==> config.mk <==
export PLATFORM = sky130hd
export DESIGN_NAME = spi_cmd_seq
export DESIGN_NICKNAME = d
export VERILOG_FILES = /design/src/rtl/spi_seq_pkg.sv /design/src/rtl/spi_seq_decode.sv /design/src/rtl/spi_seq_tick.sv /design/src/rtl/spi_cmd_seq.sv
export SDC_FILE = /design/constraint.sdc
export NUM_CORES = 1
export LEC_CHECK = 0
export BUFFER_PORTS_ARGS = -buffer_cell sky130_fd_sc_hd__buf_2
export CORE_MARGIN = 2
export CORE_UTILIZATION = 55
export CTS_BUF_LIST = sky130_fd_sc_hd__clkbuf_4 sky130_fd_sc_hd__clkbuf_8
export DETAILED_ROUTE_END_ITERATION = 16
export PLACE_DENSITY = 0.74
export SETUP_SLACK_MARGIN = 0.15
export SYNTH_ARGS = -nofsm -noshare
export SYNTH_HDL_FRONTEND = slang
export SYNTH_HIERARCHICAL = 1
export SYNTH_SLANG_ARGS = --single-unit
==> constraint.sdc <==
create_clock -name clk -period 4.04 [get_ports clk]
set_input_delay 0 -clock clk [delete_from_list [all_inputs] [get_ports clk]]
set_output_delay 0 -clock clk [all_outputs]
set_load 0.01 [all_outputs]
==> src/rtl/spi_seq_pkg.sv <==
package spi_seq_pkg;
    localparam int BYTE_W = 8;
    localparam int CS_W   = 8;
    localparam int WAIT_W = BYTE_W + 1;

    typedef enum logic [2:0] {
        ST_FETCH,
        ST_CSWAIT,
        ST_SLEEP,
        ST_LOAD,
        ST_BIT,
        ST_PUSH
    } state_e;

    typedef struct packed {
        logic three_wire;
        logic cpol;
        logic cpha;
    } cfg_t;
endpackage

==> src/rtl/spi_seq_decode.sv <==
module spi_seq_decode (
    input  logic [15:0] word,
    output logic        is_xfer,
    output logic        is_cs,
    output logic        is_wreg,
    output logic        is_sleep,
    output logic        is_sync,
    output logic [3:0]  arg_a,
    output logic [7:0]  arg_b
);
    logic [3:0] opc;

    always_comb begin
        opc      = word[15:12];
        arg_a    = word[11:8];
        arg_b    = word[7:0];
        is_xfer  = (opc == 4'd0);
        is_cs    = (opc == 4'd1);
        is_wreg  = (opc == 4'd2);
        is_sleep = (opc == 4'd3) && (arg_a == 4'd1);
        is_sync  = (opc == 4'd3) && (arg_a == 4'd0);
    end
endmodule

==> src/rtl/spi_seq_tick.sv <==
module spi_seq_tick #(
    parameter int DIV_W = 8
) (
    input  logic             clk,
    input  logic             rst_n,
    input  logic             en,
    input  logic [DIV_W-1:0] div,
    output logic             tick
);
    logic [DIV_W-1:0] cnt_d, cnt_q;

    always_comb begin
        tick  = en && (cnt_q == div);
        cnt_d = cnt_q + 1'b1;
        if (!en || tick) cnt_d = '0;
    end

    always_ff @(posedge clk or negedge rst_n) begin
        if (!rst_n) cnt_q <= '0;
        else        cnt_q <= cnt_d;
    end
endmodule

==> src/rtl/spi_cmd_seq.sv <==
module spi_cmd_seq
    import spi_seq_pkg::*;
(
    input  logic        clk,
    input  logic        rst_n,
    input  logic        cmd_valid,
    output logic        cmd_ready,
    input  logic [15:0] cmd_data,
    input  logic        tx_valid,
    output logic        tx_ready,
    input  logic [7:0]  tx_data,
    output logic        rx_valid,
    input  logic        rx_ready,
    output logic [7:0]  rx_data,
    output logic        sync_valid,
    output logic [7:0]  sync_id,
    output logic        sclk,
    output logic        sdo,
    output logic        sdo_oe,
    input  logic        sdi,
    output logic [7:0]  cs_n
);
    localparam int BIT_W = $clog2(BYTE_W);

    typedef struct packed {
        state_e              st;
        cfg_t                cfg;
        logic [BYTE_W-1:0]   div;
        logic [CS_W-1:0]     cs;
        logic                phase;
        logic [BIT_W-1:0]    bitn;
        logic [BYTE_W-1:0]   left;
        logic                wr;
        logic                rd;
        logic [BYTE_W-1:0]   txs;
        logic [BYTE_W-1:0]   rxs;
        logic                sdo;
        logic [WAIT_W-1:0]   wcnt;
        logic                sync_v;
        logic [BYTE_W-1:0]   sync_id;
    } regs_t;

    regs_t r_d, r_q;
    logic  tick, tick_en, last_bit;
    logic  is_xfer, is_cs, is_wreg, is_sleep, is_sync;
    logic [3:0] arg_a;
    logic [7:0] arg_b;

    spi_seq_decode u_dec (
        .word    (cmd_data),
        .is_xfer (is_xfer),
        .is_cs   (is_cs),
        .is_wreg (is_wreg),
        .is_sleep(is_sleep),
        .is_sync (is_sync),
        .arg_a   (arg_a),
        .arg_b   (arg_b)
    );

    assign tick_en = (r_q.st == ST_BIT) || (r_q.st == ST_SLEEP) || (r_q.st == ST_CSWAIT);

    spi_seq_tick #(.DIV_W(BYTE_W)) u_tick (
        .clk  (clk),
        .rst_n(rst_n),
        .en   (tick_en),
        .div  (r_q.div),
        .tick (tick)
    );

    assign last_bit = (r_q.bitn == BIT_W'(BYTE_W - 1));

    always_comb begin
        r_d        = r_q;
        r_d.sync_v = 1'b0;
        unique case (r_q.st)
            ST_FETCH: begin
                if (cmd_valid) begin
                    if (is_xfer) begin
                        r_d.wr   = arg_a[0];
                        r_d.rd   = arg_a[1];
                        r_d.left = arg_b;
                        r_d.st   = ST_LOAD;
                    end else if (is_cs) begin
                        r_d.cs = arg_b;
                        if (arg_a != 4'd0) begin
                            r_d.wcnt = WAIT_W'({arg_a, 1'b0}) - 1'b1;
                            r_d.st   = ST_CSWAIT;
                        end
                    end else if (is_wreg) begin
                        if (arg_a == 4'd0) r_d.div = arg_b;
                        if (arg_a == 4'd1) r_d.cfg = arg_b[2:0];
                    end else if (is_sleep) begin
                        r_d.wcnt = {arg_b, 1'b1};
                        r_d.st   = ST_SLEEP;
                    end else if (is_sync) begin
                        r_d.sync_v  = 1'b1;
                        r_d.sync_id = arg_b;
                    end
                end
            end
            ST_CSWAIT, ST_SLEEP: begin
                if (tick) begin
                    if (r_q.wcnt == '0) r_d.st = ST_FETCH;
                    else                r_d.wcnt = r_q.wcnt - 1'b1;
                end
            end
            ST_LOAD: begin
                if (!r_q.wr || tx_valid) begin
                    r_d.txs   = r_q.wr ? tx_data : '0;
                    r_d.bitn  = '0;
                    r_d.phase = 1'b0;
                    if (!r_q.cfg.cpha) r_d.sdo = r_q.wr ? tx_data[BYTE_W-1] : 1'b0;
                    r_d.st    = ST_BIT;
                end
            end
            ST_BIT: begin
                if (tick) begin
                    if (!r_q.phase) begin
                        r_d.phase = 1'b1;
                        if (r_q.cfg.cpha) begin
                            r_d.sdo = r_q.txs[BYTE_W-1];
                            r_d.txs = {r_q.txs[BYTE_W-2:0], 1'b0};
                        end else begin
                            r_d.rxs = {r_q.rxs[BYTE_W-2:0], sdi};
                        end
                    end else begin
                        r_d.phase = 1'b0;
                        r_d.bitn  = r_q.bitn + 1'b1;
                        if (r_q.cfg.cpha) begin
                            r_d.rxs = {r_q.rxs[BYTE_W-2:0], sdi};
                            if (last_bit) r_d.sdo = 1'b0;
                        end else begin
                            r_d.sdo = r_q.txs[BYTE_W-2];
                            r_d.txs = {r_q.txs[BYTE_W-2:0], 1'b0};
                        end
                        if (last_bit) begin
                            if (r_q.rd)                 r_d.st = ST_PUSH;
                            else if (r_q.left == '0)    r_d.st = ST_FETCH;
                            else begin
                                r_d.left = r_q.left - 1'b1;
                                r_d.st   = ST_LOAD;
                            end
                        end
                    end
                end
            end
            ST_PUSH: begin
                if (rx_ready) begin
                    if (r_q.left == '0) r_d.st = ST_FETCH;
                    else begin
                        r_d.left = r_q.left - 1'b1;
                        r_d.st   = ST_LOAD;
                    end
                end
            end
            default: r_d.st = ST_FETCH;
        endcase
    end

    always_ff @(posedge clk or negedge rst_n) begin
        if (!rst_n) begin
            r_q         <= '0;
            r_q.st      <= ST_FETCH;
            r_q.cs      <= '1;
        end else begin
            r_q <= r_d;
        end
    end

    assign cmd_ready  = (r_q.st == ST_FETCH);
    assign tx_ready   = (r_q.st == ST_LOAD) && r_q.wr;
    assign rx_valid   = (r_q.st == ST_PUSH);
    assign rx_data    = r_q.rxs;
    assign sync_valid = r_q.sync_v;
    assign sync_id    = r_q.sync_id;
    assign sclk       = r_q.cfg.cpol ^ r_q.phase;
    assign sdo        = r_q.sdo;
    assign cs_n       = r_q.cs;
    assign sdo_oe     = !r_q.cfg.three_wire ||
                        (r_q.wr && ((r_q.st == ST_LOAD) || (r_q.st == ST_BIT) || (r_q.st == ST_PUSH)));
endmodule

# Yosys cells after proc, flatten, opt, wreduce, memory -nomap -nowiden
# Cells that the tools add are included.
# word_totals
ff_bits	79
in_bits	30
out_inout_bits	31
word_cells	165
# op_classes
add_sub_neg	5
n_eq_ne	35
n_mux	64
n_bitwise	5
reduce_logical	38
# op_table
cell	n
$mux 8	13
$mux 9	9
$mux 18	3
$mux 3	14
$mux 17	2
$mux 11	3
$ne 2x2->1 const B	12
$pmux 8 s3	1
$mux 22	1
$mux 10	2
$mux 19	1
$pmux 9 s2	1
$reduce_and 6->1	3
$pmux 8 s2	1
$reduce_and 8->1	2
$pmux 3 s5	1
$mux 12	1
$reduce_and 4->1	3
$reduce_and 11->1	1
$eq 3x3->1 const B	3
$logic_not 9->1	1
$ne 3x3->1 const B	3
$sub 9x1->9 const B	1
$add 8x1->8 const B	1
34 further kinds	64

# Logic depth before layout (Yosys ltp)
# Gate-level depths: netlist of the first run.
# logic_depth
depth_word	9
mapped_depth	14
depth_no_buf	9

# Modules after synthesis
# The synthesis of the first run kept the hierarchy.
# modules_own_cells
module	instances	cells_per_inst	area_each_um2	seq_area_each_um2
spi_cmd_seq	1	394	3976.3	1786.7
spi_seq_tick	1	46	500.5	200.2
spi_seq_decode	1	19	151.4	0.0

# Worst setup path before layout of the first run
# Ideal clock, no wire load.
# synth_timing
path_type	reg-to-reg
from	reg r_q[68] (netlist bit)
to	reg r_q (netlist bit rx_data[0])
setup_time_ns	0.125
arrival_time_ns	2.775
t_required_ns	3.915
path_slack_ns	1.140
path_stages_with_launch	13
n_path_buf	5
synth_period_minus_slack_ns	2.900
cell_sequence	dfrtp_1 > buf_2 > xnor2_1 > or2_2 > clkbuf_1 > buf_2 > nand2_1 > and3_1 > nor4bb_1 > clkbuf_1 > nor2b_1 > buf_2 > mux2_2
# synth_between
elab_chain_len	5
elab_cells_between_ends	7
cone_classes	eq/ne: 3; reduce/logical: 4
# synth_rtl
item	line	source
from (decl)	spi_cmd_seq.sv:43	regs_t r_d, r_q;
from (signal assigned)	spi_cmd_seq.sv:166	r_q <= r_d;
$eq 3x3->1 or $eq 3x2->1 (tied branches)	spi_cmd_seq.sv:60	assign tick_en = (r_q.st == ST_BIT) || (r_q.st == ST_SLEEP) || (r_q.st == ST_CSWAIT);
$logic_or 1x1->1	spi_cmd_seq.sv:60	
$logic_or 1x1->1 (*)	spi_cmd_seq.sv:60	
named net tick_en	spi_cmd_seq.sv:44	logic tick, tick_en, last_bit;
$logic_and 1x1->1 (*)	spi_seq_tick.sv:13	tick = en && (cnt_q == div);
named net tick	spi_cmd_seq.sv:44	
$reduce_and 4->1 (no source line) (*)	n/a	
# Mark *: on every way through the listed nets, which the timed path passes. The rest lies on a longest branch.
# A chain may end at the register's enable or synchronous reset.

# Final worst setup path of the first run
# layout_timing
from	reg r_q[69] (netlist bit)
to	reg r_q (netlist bit rx_data[4])
# The elaborated chain is that of the path after synthesis.

==> run_results.csv, run 1 <==
group,metric,value,unit
critical_path,rr_endpoint,"rx_data[4]",
sta,slew_violations,0,
cells_and_area,nFillCells,675,
status,status,"completed",
logic_synthesis,synth_top_flop_cell,"dfrtp_1",
logic_synthesis,yosysTopAreaCell,"dfrtp_1",
cts,cts_htree_levels,3,
cts,cts_buffer_depth,2,
floorplan,die_x,95.73,um
cts,clk_latency,0.36,ns
sta,fin_ws,0.8132,ns
cts,numCtsBuffers,9,
cells_and_area,final_util,62.50,%
placement,dp_slack,0.9309,ns
critical_path,cp_slowest_cell,"nor2b_1",
pwr,power_frac_seq,42.3,%
logic_synthesis,synth_edf_count,0,
critical_path,startpoint,"r_q[69]",
logic_synthesis,synth.top_cell.area_share,38.39,%
sta,clock.fmax,309.9,MHz
critical_path,crit_end,"rx_data[4]",
floorplan,dieArea,9164,um^2
cts,cts-root-buf,"clkbuf_8",
cts,cts_sinks,79,
pwr,power_frac_comb,35.8,%
pwr,swShare,37.76,%
critical_path,cp.required,4.28,ns
critical_path,critical_path.endpoint_type,"register",
cts,cts_tree,"yes",
cts,cts.repair.resized,0,
critical_path,crit_type,"register to register",
sta,setup_viol_count_final,0,
placement,place_congestion,0.9111,
floorplan,core,8175,um^2
sta,fin_setup_tns,0,ns
global_routing,grt_usage,24.46,%
logic_synthesis,postSynth.asyncResetShare,100.0,%
floorplan,io_pins,61,
sta,grt_setup_unrepaired,"no",
pwr,power.internal,0.001702,W
detailed_routing,vias,3586,
detailed_routing,ant_nets,0,
sta,hold_violations,0,
detailed_routing,drt_iter0_drc,241,
hold_path,worstHoldPathType,"input pin to register",
logic_synthesis,syn_area_per_cell,10.08,um^2
logic_synthesis,synth-seq-area-share,42.93,%
floorplan,die_y,95.73,um
global_routing,grt_pass1_vias,3540,
sta,slew_headroom,34.69,%
pwr,power_density,535.2,nW/um^2
logic_synthesis,postSynthRegisterBits,79,
critical_path,reg2reg_slack,0.81,ns
critical_path,worstPathMaxFanout,15,
global_routing,antenna_found_initial,0,
logic_synthesis,syn_nets,500,
pwr,ir_drop,0.2749,mV
cells_and_area,drive_gt1_share,29.62,%
cells_and_area,num_antenna_cells,0,
detailed_routing,vias_per_cell,5.898,
critical_path,r2r_cells,7,
logic_synthesis,syn_area,4628,um^2
cells_and_area,final_common_cell,"dfrtp_1",
critical_path,r2r_start,"r_q[69]",
logic_synthesis,netlist_instances,459,
sta,worst_pin_slew,0.9797,ns
cells_and_area,syn_to_final_growth,10.41,%
pwr,p_clk_share,21.9,%
placement,io_buffers,60,
detailed_routing,route.detailed.drc,0,
sta,layout_min_cycle_time,3.227,ns
global_routing,grt_pass1_wl,17130,um
critical_path,critPathLaunchType,"register",
global_routing,grt.overflow.total,0,
run,drv_cap,0,
logic_synthesis,yosysWarnings,6,
placement,dp_hpwl,7208,um
cells_and_area,final_cell_mix,"71 x dfrtp_1, 59 x buf_2, 40 x mux2_2, 31 x nor2_1, 26 x o21ai_0",
pwr,power.switching,0.001033,W
detailed_routing,finalWirelength,10400,um
logic_synthesis,synthTopCellsByArea,"dfrtp_1 38%, mux2_2 9.7%, buf_4 5.8%",
critical_path,cp.depth,7,
global_routing,grt_start_max_net_pins,80,
hold_path,hp-start,"cmd_data[0]",
floorplan,start_util,56.61,%
critical_path,crit_buf_inv,0,
critical_path,critical_path.top_delay_family,"simple AND/OR/NAND/NOR gates",
pwr,p_leak,2.455,nW
sta,period_share,79.87,%
sta,finClkSkew,0.01236,ns
critical_path,slowest_delay,0.61,ns
cts,clkTransAtPathRegs,0.09,ns
cells_and_area,num-nets-final,539,
detailed_routing,dr.pass1.iters,5,
logic_synthesis,synth.distinct_cells,62,
detailed_routing,routedWlPerCell,17.10,um
critical_path,critical_path.cell_chain,"xnor2_1 > or2_2 > nand2_1 > and3_1 > nor4bb_1 > nor2b_1 > mux2_2",
critical_path,arrival,3.46,ns
floorplan,fp-row-count,33,
==> worst register-to-register path, stage by stage, from the launching register on <==
cell	delay (ns)
dfrtp_1	0.60
xnor2_1	0.22
or2_2	0.44
nand2_1	0.12
and3_1	0.22
nor4bb_1	0.50
nor2b_1	0.61
mux2_2	0.41
==> registers in the layout, summed over array words and instances, names as in the netlist <==
name	cells
sync_valid	1
rx_data	8
cs_n	8
u_tick/cnt_q	8
sync_id	8
sdo	1
r_q	45
==> what timing repair did <==
| action | in CTS | in global routing |
|---|---|---|
| hold buffers | 15 | 0 |
| setup buffers | 0 | 0 |
| hold endpoints to repair | 88 | 0 |
==> through the flow <==
step	total power (W)	hold WS (ns)	std cells	instance area [um^2]
2_1_floorplan	0.001910	-0.2956	459	4628
3_3_place_gp	0.002093	0.2168	577	4761
3_5_place_dp	0.002126	0.2260	577	4761
4_1_cts	0.002735	0.01682	608	5110
5_1_grt	0.002922	0.005921	608	5110
6_report	0.002735	0.01238	608	5110
==> layer usage <==
metal | track usage, % | part of all wire, % | up-vias
li1 | - | - | 1708
met2 | 39.86 | 47 | 139
met3 | 4.855 | 5.7 | 11
met1 | 32.55 | 46 | 1728
met5 | 0 | 0 | -
met4 | 8.810 | 1.4 | 0
==> cells in the mapped netlist, types with 7 or more instances <==
| master | instances |
|---|---|
| xor2_1 | 9 |
| ha_1 | 11 |
| a22oi_1 | 12 |
| nand2_1 | 21 |
| nor2b_1 | 10 |
| nor2_1 | 31 |
| clkbuf_1 | 10 |
| dfrtp_1 | 71 |
| nor3_1 | 8 |
| o31ai_1 | 7 |
| nand3_1 | 13 |
| buf_4 | 36 |
| o21ai_0 | 26 |
| inv_1 | 18 |
| a21oi_1 | 24 |
| a31oi_1 | 7 |
| dfstp_2 | 8 |
| mux2_2 | 40 |
==> area by class of cell <==
| type | count | area [um^2] | share of cell area [%] |
|---|---|---|---|
| clock buffer | 11 | 138.9 | 2.718 |
| clock inverter | 5 | 60.06 | 1.175 |
| tap | 105 | 131.4 | 2.571 |
| sequential | 79 | 1987 | 38.88 |
| timing repair buffer | 82 | 505.5 | 9.892 |
| multi-input combinational | 308 | 2220 | 43.44 |
| inverter | 18 | 67.56 | 1.322 |
==> logic make-up after synthesis <==
group,Yosys count,synth area share (%)
adders and majority gates,11,2.974
xor gates and xnor gates,15,3.163
DFF,79,42.93
AOI/OAI and AO/OA,109,15.57
muxes,41,9.949
and+or+nand+nor,132,16.17
buffers and inverters,72,9.246
==> worst min-delay path by stage <==
stage | end | slack, ns | depth (start not counted)
4_1_cts | sync_id[4] | 0.02 | 2
6_report | r_q[57] | 0.01 | 2
3_5_place_dp | sync_id[3] | 0.23 | 1
5_1_grt | sync_id[4] | 0.006 | 2
3_3_place_gp | sync_id[7] | 0.22 | 1
2_1_floorplan | r_q[10] | -0.30 | 0
==> power groups by stage <==
stage               logic [W]  registers [W]  clock network, W
floorplan            0.000800        0.00111                 0
CTS                  0.000973        0.00115          0.000609
detailed placement   0.000961        0.00117                 0
global placement     0.000935        0.00116                 0
finish               0.000979        0.00116          0.000599
global route          0.00110        0.00118          0.000641
(Power assumes the default switching activity.)
==> run 2: changes to the inputs <==
--- a/config.mk
+++ b/config.mk
@@ -7,10 +7,10 @@
 export LEC_CHECK = 0
 export BUFFER_PORTS_ARGS = -buffer_cell sky130_fd_sc_hd__buf_2
 export CORE_MARGIN = 2
-export CORE_UTILIZATION = 55
+export CORE_UTILIZATION = 54
 export CTS_BUF_LIST = sky130_fd_sc_hd__clkbuf_4 sky130_fd_sc_hd__clkbuf_8
 export DETAILED_ROUTE_END_ITERATION = 16
-export PLACE_DENSITY = 0.74
+export PLACE_DENSITY = 0.75
 export SETUP_SLACK_MARGIN = 0.15
 export SYNTH_ARGS = -nofsm -noshare
 export SYNTH_HDL_FRONTEND = slang
==> constraint.sdc (replaced) <==
create_clock -name clk -period 2.7 [get_ports clk]
set_input_delay 0 -clock clk [delete_from_list [all_inputs] [get_ports clk]]
set_output_delay 0 -clock clk [all_outputs]
set_load 0.01 [all_outputs]
==> run 2 against run 1 <==
Compared with the run above: sequential power grew 47%; utilization is 1.2 points higher; die area up 1.8%; total power up 55%; fmax rose by 30%; worst hold slack about the same; register-to-register slack got worse by 0.59 ns; clock skew is 0.0055 ns lower; sequential share of layout area is 1.1 points lower; wire length up 4.9%.
==> run_results.csv, run 2 (same netlist as run 1, synthesis figures left out) <==
group,metric,value,unit
detailed_routing,vias,3709,
cells_and_area,final_common_cell,"dfrtp_1",
sta,finClkSkew,0.006848,ns
pwr,swShare,38.60,%
critical_path,critical_path.endpoint_type,"register",
sta,slew_headroom,32.02,%
critical_path,cp_slowest_cell,"dfrtp_1",
detailed_routing,routedWlPerCell,17.58,um
critical_path,slowest_delay,0.43,ns
detailed_routing,finalWirelength,10900,um
cts,numCtsBuffers,9,
critical_path,cp.required,2.95,ns
cells_and_area,fin_cells,620,
detailed_routing,vias_per_cell,5.982,
sta,period_share,91.59,%
run,drv_cap,0,
placement,place_congestion,0.8516,
global_routing,grt_use_met2,40.34,%
cts,cts_tree,"yes",
placement,io_buffers,60,
detailed_routing,drt_iter0_drc,252,
pwr,power.internal,0.002610,W
floorplan,die_x,96.58,um
sta,layout_min_cycle_time,2.473,ns
pwr,power_frac_comb,40.2,%
cts,cts_sinks,79,
hold_path,worstHoldPathType,"input pin to register",
cells_and_area,final_util,63.73,%
critical_path,critPathLaunchType,"register",
detailed_routing,dr.pass1.iters,6,
cts,cts_htree_levels,3,
sta,grt_setup_unrepaired,"yes",
sta,clock.fmax,404.4,MHz
cts,cts_buffer_depth,2,
sta,setup_viol_count_final,0,
detailed_routing,ant_nets,0,
critical_path,worstPathMaxFanout,5,
sta,hold_violations,0,
sta,worst_pin_slew,1.020,ns
cells_and_area,largest_reg_flops,45,
detailed_routing,route.detailed.drc,0,
pwr,power_frac_seq,40.2,%
cts,clkTransAtPathRegs,0.08,ns
global_routing,grt_start_max_net_pins,80,
critical_path,crit_type,"register to register",
pwr,power.switching,0.001641,W
global_routing,top_usage_layer,"met2",
floorplan,start_util,56.05,%
status,status,"completed",
placement,dp_cells,589,
critical_path,crit_buf_inv,0,
pwr,ir_drop,0.5220,mV
cells_and_area,final_cell_mix,"70 x dfrtp_1, 59 x buf_2, 40 x mux2_2, 31 x nor2_1, 26 x o21ai_0",
floorplan,dieArea,9328,um^2
floorplan,fp-row-count,33,
floorplan,core,8258,um^2
cts,cts-root-buf,"clkbuf_8",
critical_path,critical_path.cell_chain,"xor2_1 > nor4_2 > and3_4 > nand3_2 > a32o_2 > or3_4 > or3_1 > o2bb2ai_1",
cells_and_area,drive_gt1_share,32.43,%
cells_and_area,num-nets-final,551,
global_routing,grt_util_met1,33.35,%
cts,post_cts_buffers,0,
global_routing,grtUsageMet3,3.957,%
critical_path,critical_path.top_delay_family,"simple AND/OR/NAND/NOR gates",
floorplan,io_pins,61,
sta,fin_setup_tns,0,ns
pwr,power_density,807.7,nW/um^2
cells_and_area,syn_to_final_growth,13.71,%
pwr,p_clk_share,19.6,%
global_routing,grt_usage,25.03,%
sta,timing.hold.ws,0.01225,ns
cells_and_area,num_antenna_cells,0,
cells_and_area,largest_register,"r_q",
critical_path,arrival,2.72,ns
floorplan,die_y,96.58,um
pwr,p_leak,2.515,nW
global_routing,grt_pass1_wl,17510,um
sta,slew_violations,0,
placement,dp_hpwl,7696,um
cts,clk_latency,0.36,ns
global_routing,grt.overflow.total,0,
global_routing,grt_pass1_vias,3519,
global_routing,antenna_found_initial,0,
[run 2: power groups by stage]
stage | combinational, W | sequential, W | clock [W]
2_1_floorplan | 0.00131 | 0.00167 | 0
3_3_place_gp | 0.00158 | 0.00171 | 0
3_5_place_dp | 0.00164 | 0.00172 | 0
4_1_cts | 0.00167 | 0.00170 | 0.000848
5_1_grt | 0.00188 | 0.00174 | 0.000892
6_report | 0.00171 | 0.00171 | 0.000834
[run 2: timing repair]
item	in CTS	in global routing
hold endpoints to repair	90	0
hold buffers	15	0
resized for setup	0	3
endpoints found under the setup margin	0	14
[run 2: metrics by stage]
step           instance area, um^2  power [W]  setup slack, ns
2_1_floorplan                 4712   0.002976          0.05064
3_3_place_gp                  4912   0.003288           0.3110
3_5_place_dp                  4912   0.003368           0.2510
4_1_cts                       5246   0.004215           0.2172
5_1_grt                       5263   0.004518           0.1120
6_report                      5263   0.004251           0.2270
[run 2: final timing paths]
check                                 from              end  slack [ns]  cells past startpoint
setup / recovery           u_tick/cnt_q[0]          r_q[41]        0.23                      8
hold / removal                 cmd_data[3]       sync_id[3]        0.01                      2
setup reg to reg           u_tick/cnt_q[0]          r_q[41]        0.23                      8
hold reg to reg                 sync_id[2]       sync_id[2]        0.50                      1
max in group asynchronous            rst_n  u_tick/cnt_q[4]        1.66                      2
min in group asynchronous            rst_n       sync_id[5]        0.34                      2
[run 2: worst register-to-register path, stage by stage (launching register included)]
cell and delay, ns:
dfrtp_1 0.43, xor2_1 0.18, nor4_2 0.34, and3_4 0.25, nand3_2 0.05, a32o_2 0.26
or3_4 0.42, or3_1 0.32, o2bb2ai_1 0.12
[run 2: final cells by class]
cell class              instances  area, um^2
inverters                      18       67.56
multi-input cells             308        2283
clock buffers                  12       152.6
clock inverters                 4       31.28
well taps                     105       131.4
fillers                       665        2995
flip-flops and latches         79        1988
repair buffers                 94       608.1
[run 2: per-layer routing]
metal | routed length, um | share of wire [%]
met2 | 5411 | 50
met4 | 310 | 2.8
met3 | 599 | 5.5
met5 | 0 | 0
met1 | 4582 | 42
